===== src/rtl/eop_pkg.sv =====
package eop_pkg;
    typedef enum logic [1:0] {
        OP_NONE = 2'd0,
        OP_PROG = 2'd1,
        OP_PAGE = 2'd2,
        OP_CHIP = 2'd3
    } op_e;
endpackage


===== src/rtl/eop_sequencer.sv =====
module eop_sequencer
    import eop_pkg::*;
#(
    parameter int ADDR_W       = 8,
    parameter int PROG_CYCLES  = 5,
    parameter int ERASE_CYCLES = 12
) (
    input  logic              clk,
    input  logic              rst_n,
    input  logic              prog_start,
    input  logic              page_start,
    input  logic              chip_start,
    input  logic [ADDR_W-1:0] op_addr,
    input  logic [7:0]        op_data,
    output logic              busy,
    output logic              done,
    output logic              accept,
    output logic              apply,
    output op_e               op,
    output logic [ADDR_W-1:0] tgt_addr,
    output logic [7:0]        tgt_data
);
    localparam int MAX_CYC = (PROG_CYCLES > ERASE_CYCLES) ? PROG_CYCLES : ERASE_CYCLES;
    localparam int CNT_W   = $clog2(MAX_CYC + 1);

    typedef struct packed {
        logic              busy;
        logic              done;
        op_e               op;
        logic [CNT_W-1:0]  cnt;
        logic [ADDR_W-1:0] addr;
        logic [7:0]        data;
    } seq_t;

    seq_t s_d, s_q;

    always_comb begin
        s_d      = s_q;
        s_d.done = 1'b0;
        accept   = 1'b0;
        apply    = 1'b0;
        if (!s_q.busy) begin
            // fixed priority: chip erase, then page erase, then program
            if (chip_start || page_start || prog_start) begin
                accept   = 1'b1;
                s_d.busy = 1'b1;
                s_d.addr = op_addr;
                s_d.data = op_data;
                if (chip_start) begin
                    s_d.op  = OP_CHIP;
                    s_d.cnt = CNT_W'(ERASE_CYCLES - 1);
                end else if (page_start) begin
                    s_d.op  = OP_PAGE;
                    s_d.cnt = CNT_W'(ERASE_CYCLES - 1);
                end else begin
                    s_d.op  = OP_PROG;
                    s_d.cnt = CNT_W'(PROG_CYCLES - 1);
                end
            end
        end else if (s_q.cnt == '0) begin
            apply    = 1'b1;
            s_d.busy = 1'b0;
            s_d.done = 1'b1;
            s_d.op   = OP_NONE;
        end else begin
            s_d.cnt = s_q.cnt - 1'b1;
        end
    end

    always_ff @(posedge clk or negedge rst_n) begin
        if (!rst_n) s_q <= '0;
        else        s_q <= s_d;
    end

    assign busy     = s_q.busy;
    assign done     = s_q.done;
    assign op       = s_q.op;
    assign tgt_addr = s_q.addr;
    assign tgt_data = s_q.data;


    done_not_busy_chk: assert property (@(posedge clk) disable iff (!rst_n)
        s_q.done |-> !s_q.busy);

    done_single_chk: assert property (@(posedge clk) disable iff (!rst_n)
        s_q.done |=> !s_q.done);

    busy_fall_done_chk: assert property (@(posedge clk) disable iff (!rst_n)
        $fell(s_q.busy) |-> s_q.done);

    op_hold_chk: assert property (@(posedge clk) disable iff (!rst_n)
        (s_q.busy && s_q.cnt != '0) |=> $stable(s_q.op) && $stable(s_q.addr));

    cnt_range_chk: assert property (@(posedge clk) disable iff (!rst_n)
        s_q.cnt < CNT_W'(MAX_CYC));
endmodule


===== src/rtl/eop_array.sv =====
module eop_array
    import eop_pkg::*;
#(
    parameter int ADDR_W    = 8,
    parameter int PAGE_BITS = 2
) (
    input  logic              clk,
    input  logic              rst_n,
    input  logic              apply,
    input  op_e               op,
    input  logic [ADDR_W-1:0] wr_addr,
    input  logic [7:0]        wr_data,
    input  logic [ADDR_W-1:0] rd_addr,
    output logic [7:0]        rd_byte
);
    localparam int DEPTH = 1 << ADDR_W;
    localparam int OFFS  = ADDR_W - PAGE_BITS;

    logic [7:0] mem_d [DEPTH];
    logic [7:0] mem_q [DEPTH];
    logic [7:0] old_byte;

    assign old_byte = mem_q[wr_addr];
    assign rd_byte  = mem_q[rd_addr];

    always_comb begin
        mem_d = mem_q;
        if (apply) begin
            unique case (op)
                OP_PROG: mem_d[wr_addr] = old_byte & wr_data;
                OP_PAGE: begin
                    for (int i = 0; i < DEPTH; i++) begin
                        if ((ADDR_W'(i) >> OFFS) == (wr_addr >> OFFS)) mem_d[i] = 8'hFF;
                    end
                end
                OP_CHIP: begin
                    for (int i = 0; i < DEPTH; i++) mem_d[i] = 8'hFF;
                end
                default: ;
            endcase
        end
    end

    always_ff @(posedge clk or negedge rst_n) begin
        if (!rst_n) begin
            for (int i = 0; i < DEPTH; i++) mem_q[i] <= 8'hFF;
        end else begin
            mem_q <= mem_d;
        end
    end


    prog_and_chk: assert property (@(posedge clk) disable iff (!rst_n)
        (apply && op == OP_PROG) |=> mem_q[$past(wr_addr)] == $past(old_byte & wr_data));
endmodule


===== src/rtl/eop_status_reporter.sv =====
module eop_status_reporter
    import eop_pkg::*;
#(
    parameter int ADDR_W       = 8,
    parameter int PAGE_BITS    = 2,
    parameter int PROG_CYCLES  = 5,
    parameter int ERASE_CYCLES = 12
) (
    input  logic              clk,
    input  logic              rst_n,
    input  logic              prog_start,
    input  logic              page_erase_start,
    input  logic              chip_erase_start,
    input  logic [ADDR_W-1:0] op_addr,
    input  logic [7:0]        op_data,
    input  logic              rd_en,
    input  logic [ADDR_W-1:0] rd_addr,
    output logic [7:0]        rd_data,
    output logic              busy,
    output logic              done
);
    typedef struct packed {
        logic [7:0] rdat;
        logic       tgl;
    } rd_t;

    rd_t              r_d, r_q;
    logic             accept, apply;
    op_e              op;
    logic [ADDR_W-1:0] tgt_addr;
    logic [7:0]       tgt_data;
    logic [7:0]       arr_byte;
    logic             poll_bit;

    eop_sequencer #(
        .ADDR_W(ADDR_W), .PROG_CYCLES(PROG_CYCLES), .ERASE_CYCLES(ERASE_CYCLES)
    ) u_seq (
        .clk(clk), .rst_n(rst_n),
        .prog_start(prog_start), .page_start(page_erase_start), .chip_start(chip_erase_start),
        .op_addr(op_addr), .op_data(op_data),
        .busy(busy), .done(done), .accept(accept), .apply(apply),
        .op(op), .tgt_addr(tgt_addr), .tgt_data(tgt_data)
    );

    eop_array #(
        .ADDR_W(ADDR_W), .PAGE_BITS(PAGE_BITS)
    ) u_arr (
        .clk(clk), .rst_n(rst_n),
        .apply(apply), .op(op), .wr_addr(tgt_addr), .wr_data(tgt_data),
        .rd_addr(rd_addr), .rd_byte(arr_byte)
    );

    // polling bit: inverted programmed bit 7 during a program, low during erase
    assign poll_bit = (op == OP_PROG) ? ~tgt_data[7] : 1'b0;

    always_comb begin
        r_d = r_q;
        if (accept) r_d.tgl = 1'b0;
        if (rd_en) begin
            if (busy) begin
                r_d.rdat = {poll_bit, r_q.tgl, 6'b0};
                r_d.tgl  = ~r_q.tgl;
            end else begin
                r_d.rdat = arr_byte;
            end
        end
    end

    always_ff @(posedge clk or negedge rst_n) begin
        if (!rst_n) r_q <= '0;
        else        r_q <= r_d;
    end

    assign rd_data = r_q.rdat;


    busy_low_bits_chk: assert property (@(posedge clk) disable iff (!rst_n)
        (busy && rd_en) |=> rd_data[5:0] == 6'b0);

    erase_poll_chk: assert property (@(posedge clk) disable iff (!rst_n)
        (busy && rd_en && op != OP_PROG) |=> !rd_data[7]);

    rd_hold_chk: assert property (@(posedge clk) disable iff (!rst_n)
        !rd_en |=> $stable(rd_data));
endmodule


===== config.mk =====
export PLATFORM = sky130hd
export DESIGN_NAME = eop_status_reporter
export DESIGN_NICKNAME = d
export VERILOG_FILES = /design/src/rtl/eop_pkg.sv /design/src/rtl/eop_sequencer.sv /design/src/rtl/eop_array.sv /design/src/rtl/eop_status_reporter.sv
export SDC_FILE = /design/constraint.sdc
export NUM_CORES = 2
export LEC_CHECK = 0
export BUFFER_PORTS_ARGS = -buffer_cell sky130_fd_sc_hd__buf_4
export CAP_MARGIN = 40
export CORE_ASPECT_RATIO = 1.2
export CORE_MARGIN = 2
export CORE_UTILIZATION = 40
export DETAILED_ROUTE_END_ITERATION = 8
export PLACE_DENSITY = 0.58
export RECOVER_POWER = 25
export SLEW_MARGIN = 30
export SYNTH_ARGS = -nofsm -noshare
export SYNTH_HDL_FRONTEND = slang
export SYNTH_SLANG_ARGS = --single-unit
export TNS_END_PERCENT = 30

===== constraint.sdc =====
create_clock -name clk -period 5.3 [get_ports clk]
set_input_delay 1.06 -clock clk [delete_from_list [all_inputs] [get_ports clk]]
set_output_delay 1.06 -clock clk [all_outputs]
set_load 0.01 [all_outputs]

### Word level (Yosys, flattened, before mapping)

Cells that the tools add are included.
W data, S select, Z words.

* bits in read-only memories: 0
* output and inout bits: 10
* bits of input ports: 30
* word-level logic and storage cells: 331
* memories: 0
* latch bits: 0
* bits in writable memories: 0
* bits in registers: 2081

* multiply operators: 0
* add/subtract/negate cells: 1
* equal/unequal tests: 12
* reductions and logical operators: 14
* bitwise gates (word level): 6
* muxes and demuxes: 31
* shifts and indexed selects: 0
* divide/modulo/power cells: 0
* magnitude comparators: 3

Operator list (number)
* $pmux W2048 S3: 1
* $bwmux W2048: 1
* $bmux W8 S8: 2
* $mux W8: 10
* $demux W8 S8: 1
* $mux W22: 1
* $ge A9 B9 Y1 const B: 2
* $mux W6: 3
* $not A8 Y9: 2
* $reduce_and A3 Y1: 4
* $mux W1: 10
* $lt A9 B1 Y1 const B: 1
* $and A8 B8 Y8: 1
* $logic_not A8 Y1: 1
* $mux W4: 2
* $ne A2 B1 Y1 const B: 4
* $reduce_and A2 Y1: 3
* $eq A2 B2 Y1 const A: 2
* $eq A2 B2 Y1 const B: 2
* $logic_not A4 Y1: 1
* $ne A2 B2 Y1 const B: 2
* $sub A4 B1 Y4 const B: 1
* $not A1 Y1: 3
* $reduce_bool A3 Y1: 1
* 5 further kinds: 6

### Depth between registers and ports, before layout

* depth after elaboration: 7
* gate-level depth with buffers: 17
* mapped depth without buffers: 7

### By module

A second synthesis with hierarchy kept.

* cells, all modules: 10015
* area total of the unflattened synthesis: 112300.2 µm²

Modules (own cells, without submodules)
* eop_array: area an instance 110668.6 µm², times used 1, cells each 9874, sequential area each 53811.6 µm²
* eop_sequencer: area an instance 1144.8 µm², times used 1, cells each 93, sequential area each 600.6 µm²
* eop_status_reporter: area an instance 486.7 µm², times used 1, cells each 48, sequential area each 225.2 µm²

### Least setup slack after synthesis

OpenSTA, ideal clock, no wires.

* path kind: input port to flip-flop
* from: in rd_addr[0]
* to: reg r_q (netlist bit rd_data[0])
* stages on the path: 10
* path buffers: 4
* data required time: 5.166 ns
* slack: 1.219 ns
* arrival: 3.947 ns
* library setup time: 0.134 ns
* cells stage by stage: buf_2 > buf_2 > clkbuf_1 > buf_1 > mux4_2 > mux4_2 > a22oi_1 > nand2_1 > o2111ai_1 > o21ai_0

* longest elaborated chain between the ends: 5

Ends and longest elaborated chain
* from (decl): line eop_status_reporter.sv:17 `input logic [ADDR_W-1:0] rd_addr,`
* $not A8 Y9 (not written as such): line eop_array.sv:24 `assign rd_byte = mem_q[rd_addr];`
* $bmux W8 S8: line eop_array.sv:24
* $mux W8 (not written as such) (2 in series): line eop_array.sv:24
* $mux W8: line eop_status_reporter.sv:60 `if (busy) begin`
* to (signal assigned): line eop_status_reporter.sv:71 `else r_q <= r_d;`
* to (decl): line eop_status_reporter.sv:27 `rd_t r_d, r_q;`

No other way between the ends. The select of a mux whose other input is x is not followed.
A chain may end at the register's enable or synchronous reset.

### Final worst setup path

* from: reg u_seq.s_q (netlist bit u_seq.tgt_addr[1])
* to: reg u_arr.mem_q[1825] (netlist bit)

* longest elaborated chain between the ends: 7
* elaborated cells on any way between the ends: 12
* those cells by class: order compare (2); mux (7); bitwise (2); reduce/logical (1)

Ends and longest elaborated chain
* from (decl): line eop_sequencer.sv:35 `seq_t s_d, s_q;`
* from (signal assigned): line eop_sequencer.sv:71 `if (!rst_n) s_q <= '0;`
* from (signal assigned): line eop_sequencer.sv:72 `else s_q <= s_d;`
* $not A8 Y9 (not written as such) *: line eop_array.sv:23, eop_array.sv:30
* $bmux W8 S8 (tied with other cells): line eop_array.sv:23 `assign old_byte = mem_q[wr_addr];`
* $mux W8 (not written as such) / $logic_and A1 B1 Y1 (equally long branches): line eop_array.sv:23, eop_array.sv:30
* $mux W8, on equally long branches: line eop_array.sv:23, eop_array.sv:30
* $and A8 B8 Y8 / $demux W8 S8 (equally long branches): line eop_array.sv:30 `OP_PROG: mem_d[wr_addr] = old_byte & wr_data;`
* $bwmux W2048 *: line eop_array.sv:30
* $pmux W2048 S3 *: line eop_array.sv:29 `unique case (op)`
* to (signal assigned): line eop_array.sv:48 `mem_q <= mem_d;`
* to (decl): line eop_array.sv:20 `logic [7:0] mem_q [DEPTH];`

Mark *: on every way between the ends. The rest lies on a longest branch, timed or not. The select of a mux whose other input is x is not followed.

==> impl_metrics.toml <==
[outcome]
run_status = "finished, violations left"
failed_checks = "capacitance limit, slew limit"

[global_routing]
grt_remaining_overflow = 0
grtUsageTotal_pct = 32.0
antenna_found_initial = 30
pin_count_of_the_biggest_net_entering_global_routing = 174
via_count_of_the_first_global_routing_pass = 91700
first_pass_grt_wire_length_um = 683000

[floorplan]
dieWidth_um = 495
ios = 40
die-area_sq_mm = 0.293
floorplan.rows = 216
core_area_sq_mm = 0.288
effective_utilization_at_floorplan_pct = 40.1
chipHeight_um = 593

[sta]
timing.final.setup_violations = 0
final_min_period_over_clock_period_pct = 99.8
achievable-frequency_mhz = 189
fin_tns_setup_ps = 0
rsz0062_at_grt = "false"
final_period_minus_worst_setup_slack_ps = 5290
final_max_slew_viol_count = 614
max_slew.worst_pin.slew_ps = 2360
clock-skew-final_ps = 48.5
finalHoldViolations = 0
max_slew_margin_pct = -57.6

[job]
max_cap_viol_count = 9

[synthesis]
synth_edf_count = 0
synthDistinctLibCells = 75
synth_nets = 10300
async_reset_ff_share_pct = 100
synth.avg_cell_area_sq_um = 11.2
synth-warning-count = 0
yosys_register_bits = 2081
dominantRegCellSynth = "sky130_fd_sc_hd__dfstp_2"
syn-cell-area_sq_mm = 0.116
ys_top_cells_by_area = "sky130_fd_sc_hd__dfstp_2, sky130_fd_sc_hd__mux4_2, sky130_fd_sc_hd__nor2_1, sky130_fd_sc_hd__a21oi_1, sky130_fd_sc_hd__o21ai_0"
post-synth-top-area-cell = "sky130_fd_sc_hd__dfstp_2"
sequential_area_share_after_synthesis_pct = 47.3
synth_top_cell_area_share_pct = 46.6
netlist_instances = 10300

[drt]
drcViolationCount = 0
routed-via-count = 93400
dr.first_iter.drc_count = 11300
final_wirelength_um = 476000
wl_per_cell_um = 33.6
drt_first_pass_iters = 9
viasPerCell = 6.60
detail_route_antenna_nets = 0

[hold_path]
timing.hold.worst.class = "in2reg"

[clock_tree]
hold_buffers = 0
clk-insertion-delay-late_ps = 930
cts_inserted_buffers = 226
clock_net_sink_count = 2081
clock_path_buffers = 4
cts_htree_levels = 4
worst_setup_hold_path_clk_slew_ps = 60
tritoncts = "yes"
clock_tree.root_cell = "sky130_fd_sc_hd__clkbuf_16"

[critical_path]
critical_path.slowest_cell = "sky130_fd_sc_hd__dfrtp_4"
critical_path.n_buffers_inverters = 5
crit_path_max_incr_delay_ps = 870
crit_top_cell = "sky130_fd_sc_hd__buf_12"
worst_setup_path_end_kind = "flop"
critPathMaxFanout = 58
arrival_time_of_the_worst_setup_path_ps = 6110
timing.critical_path.required_ps = 6120
timing_worst_setup_path_type = "reg2reg"
critical-path-top-delay-family = "buffers and inverters"
worst_setup_path_start_kind = "flop"
critical_path.cell_chain = "buf_12 > buf_12 > buf_4 > mux4_2 > mux4_2 > a22oi_1 > nand4_1 > nor4_2 > o21bai_4 > buf_12 > buf_12 > o21ai_0"

[power_and_ir_drop]
vdd_ir_drop_max_uv = 1310
power.static_leakage_nw = 46.8
power-per-cell-area_mw_per_mm2 = 783

[finish]
area_growth_syn_to_layout_pct = 12.0
post-route-util_pct = 45.0
register_area_sq_mm = 0.0547
num-fill-cells = 26300
most_frequent_cells_in_the_layout = "sky130_fd_sc_hd__nor2_1, sky130_fd_sc_hd__dfstp_2, sky130_fd_sc_hd__a21oi_1, sky130_fd_sc_hd__mux4_2, sky130_fd_sc_hd__o21ai_0"
design.final.nets = 10200
layout_commonest_cell = "sky130_fd_sc_hd__nor2_1"
multi_input_comb_area_sq_mm = 0.0570
proportion_of_layout_cells_with_a_drive_suffix_above_1_pct = 39.7

[placed_design]
placement.io_buffers = 39
finalWeightedCongestion = 0.979
dp.final_hpwl_um = 328000
layer usage:
metal  up-vias  part of all wire, %  global-route usage [%]  routed length [um]
li1      38000                    -                       -                   -
met1     48500                   36                    39.7              172000
met2      5391                   45                    48.9              216000
met3      1414                  9.2                    6.79               43800
met4        30                  9.4                    24.7               44500
met5         -                0.042                       0                 200
power breakdown:
part | total [mW] | leakage (nW) | internal (mW) | switching [mW]
Combinational | 49.0 | 21.3 | 18.7 | 30.3
Sequential | 36.0 | 21.8 | 28.9 | 7.10
Clock | 16.3 | 3.64 | 9.35 | 6.99
Total | 101 | 46.8 | 57.0 | 44.4
worst paths after layout:
check	startpoint	slack (ps)	endpoint	cells after the start
min in group asynchronous	rst_n	1670	u_arr.mem_q[1359]	1
max in group asynchronous	rst_n	560	u_arr.mem_q[609]	4
worst max-delay path	u_seq.tgt_addr[1]	9	u_arr.mem_q[1825]	12
worst max register to register	u_seq.tgt_addr[1]	9	u_arr.mem_q[1825]	12
worst min register to register	u_arr.mem_q[969]	470	u_arr.mem_q[969]	2
worst min-delay path	page_erase_start	350	u_seq.op[0]	2
logic make-up (layout without fill, tap and decap cells):
family | Yosys count | in the layout | synth area share (%)
mux | 1355 | 1355 | 24.0
xor+xnor | 2 | 2 | 0.0152
flops | 2081 | 2081 | 47.3
fa+ha+maj | 1 | 1 | 0.0108
compound gates | 3085 | 3085 | 15.4
buf+inv | 864 | 909 | 3.60
simple gates | 2887 | 2887 | 9.68
other cells | 0 | 18 | 0
cells in the mapped netlist (12+ instances only):
cell / n
sky130_fd_sc_hd__nor2_1: 2100
sky130_fd_sc_hd__dfstp_2: 2048
sky130_fd_sc_hd__a21oi_1: 1522
sky130_fd_sc_hd__mux4_2: 1127
sky130_fd_sc_hd__o21ai_0: 744
sky130_fd_sc_hd__nand2_1: 638
sky130_fd_sc_hd__clkbuf_1: 441
sky130_fd_sc_hd__a221oi_1: 268
sky130_fd_sc_hd__o21a_1: 256
sky130_fd_sc_hd__mux2i_1: 207
sky130_fd_sc_hd__buf_4: 167
sky130_fd_sc_hd__buf_2: 149
sky130_fd_sc_hd__a22oi_1: 108
sky130_fd_sc_hd__buf_1: 76
sky130_fd_sc_hd__nand3_1: 42
sky130_fd_sc_hd__o21ai_1: 41
sky130_fd_sc_hd__dfrtp_1: 33
sky130_fd_sc_hd__o22ai_1: 27
sky130_fd_sc_hd__a211oi_1: 24
sky130_fd_sc_hd__mux2_2: 21
sky130_fd_sc_hd__nor2b_1: 19
sky130_fd_sc_hd__inv_1: 16
sky130_fd_sc_hd__nor3_1: 15
sky130_fd_sc_hd__and2_1: 13
sky130_fd_sc_hd__buf_6: 13
sky130_fd_sc_hd__nand4_1: 13
sky130_fd_sc_hd__a32oi_1: 12
metrics by stage:
stage	hold WS [ps]	power [mW]	cells	setup WS, ps	area [sq um]
4_1_cts	209	100	14100	37.7	129000
2_1_floorplan	449	62.8	10300	1220	116000
5_1_grt	334	105	14100	103	129000
3_5_place_dp	465	83.4	13700	-29.9	122000
3_3_place_gp	463	81.8	13700	-48.4	122000
6_report	347	101	14200	8.79	129000
what timing repair did:
item / CTS / global route
pin swaps: 0 / 0
setup endpoints to repair: 77 / 46
buffers inserted: 2 / 0
gates resized for setup: 0 / 1
final cells by class:
type / count / area share (%)
Tap cell: 3815 / 3.69
Antenna cell: 18 / 0.0348
Clock buffer: 328 / 5.13
Sequential cell: 2081 / 42.2
Clock inverter: 70 / 0.610
Multi-Input combinational cell: 7330 / 44.1
Inverter: 18 / 0.0580
Timing Repair Buffer: 493 / 4.17
sequential cells by signal, summed over array words and instances, names as in the netlist:
name / count
u_arr.mem_q: 2048
rd_data: 8
u_seq.tgt_addr: 8
u_seq.tgt_data: 8
u_seq.s_q: 4
u_seq.op: 2
r_q: 1
u_seq.busy: 1
u_seq.done: 1
No activity file was read; power rests on OpenSTA's default activity.
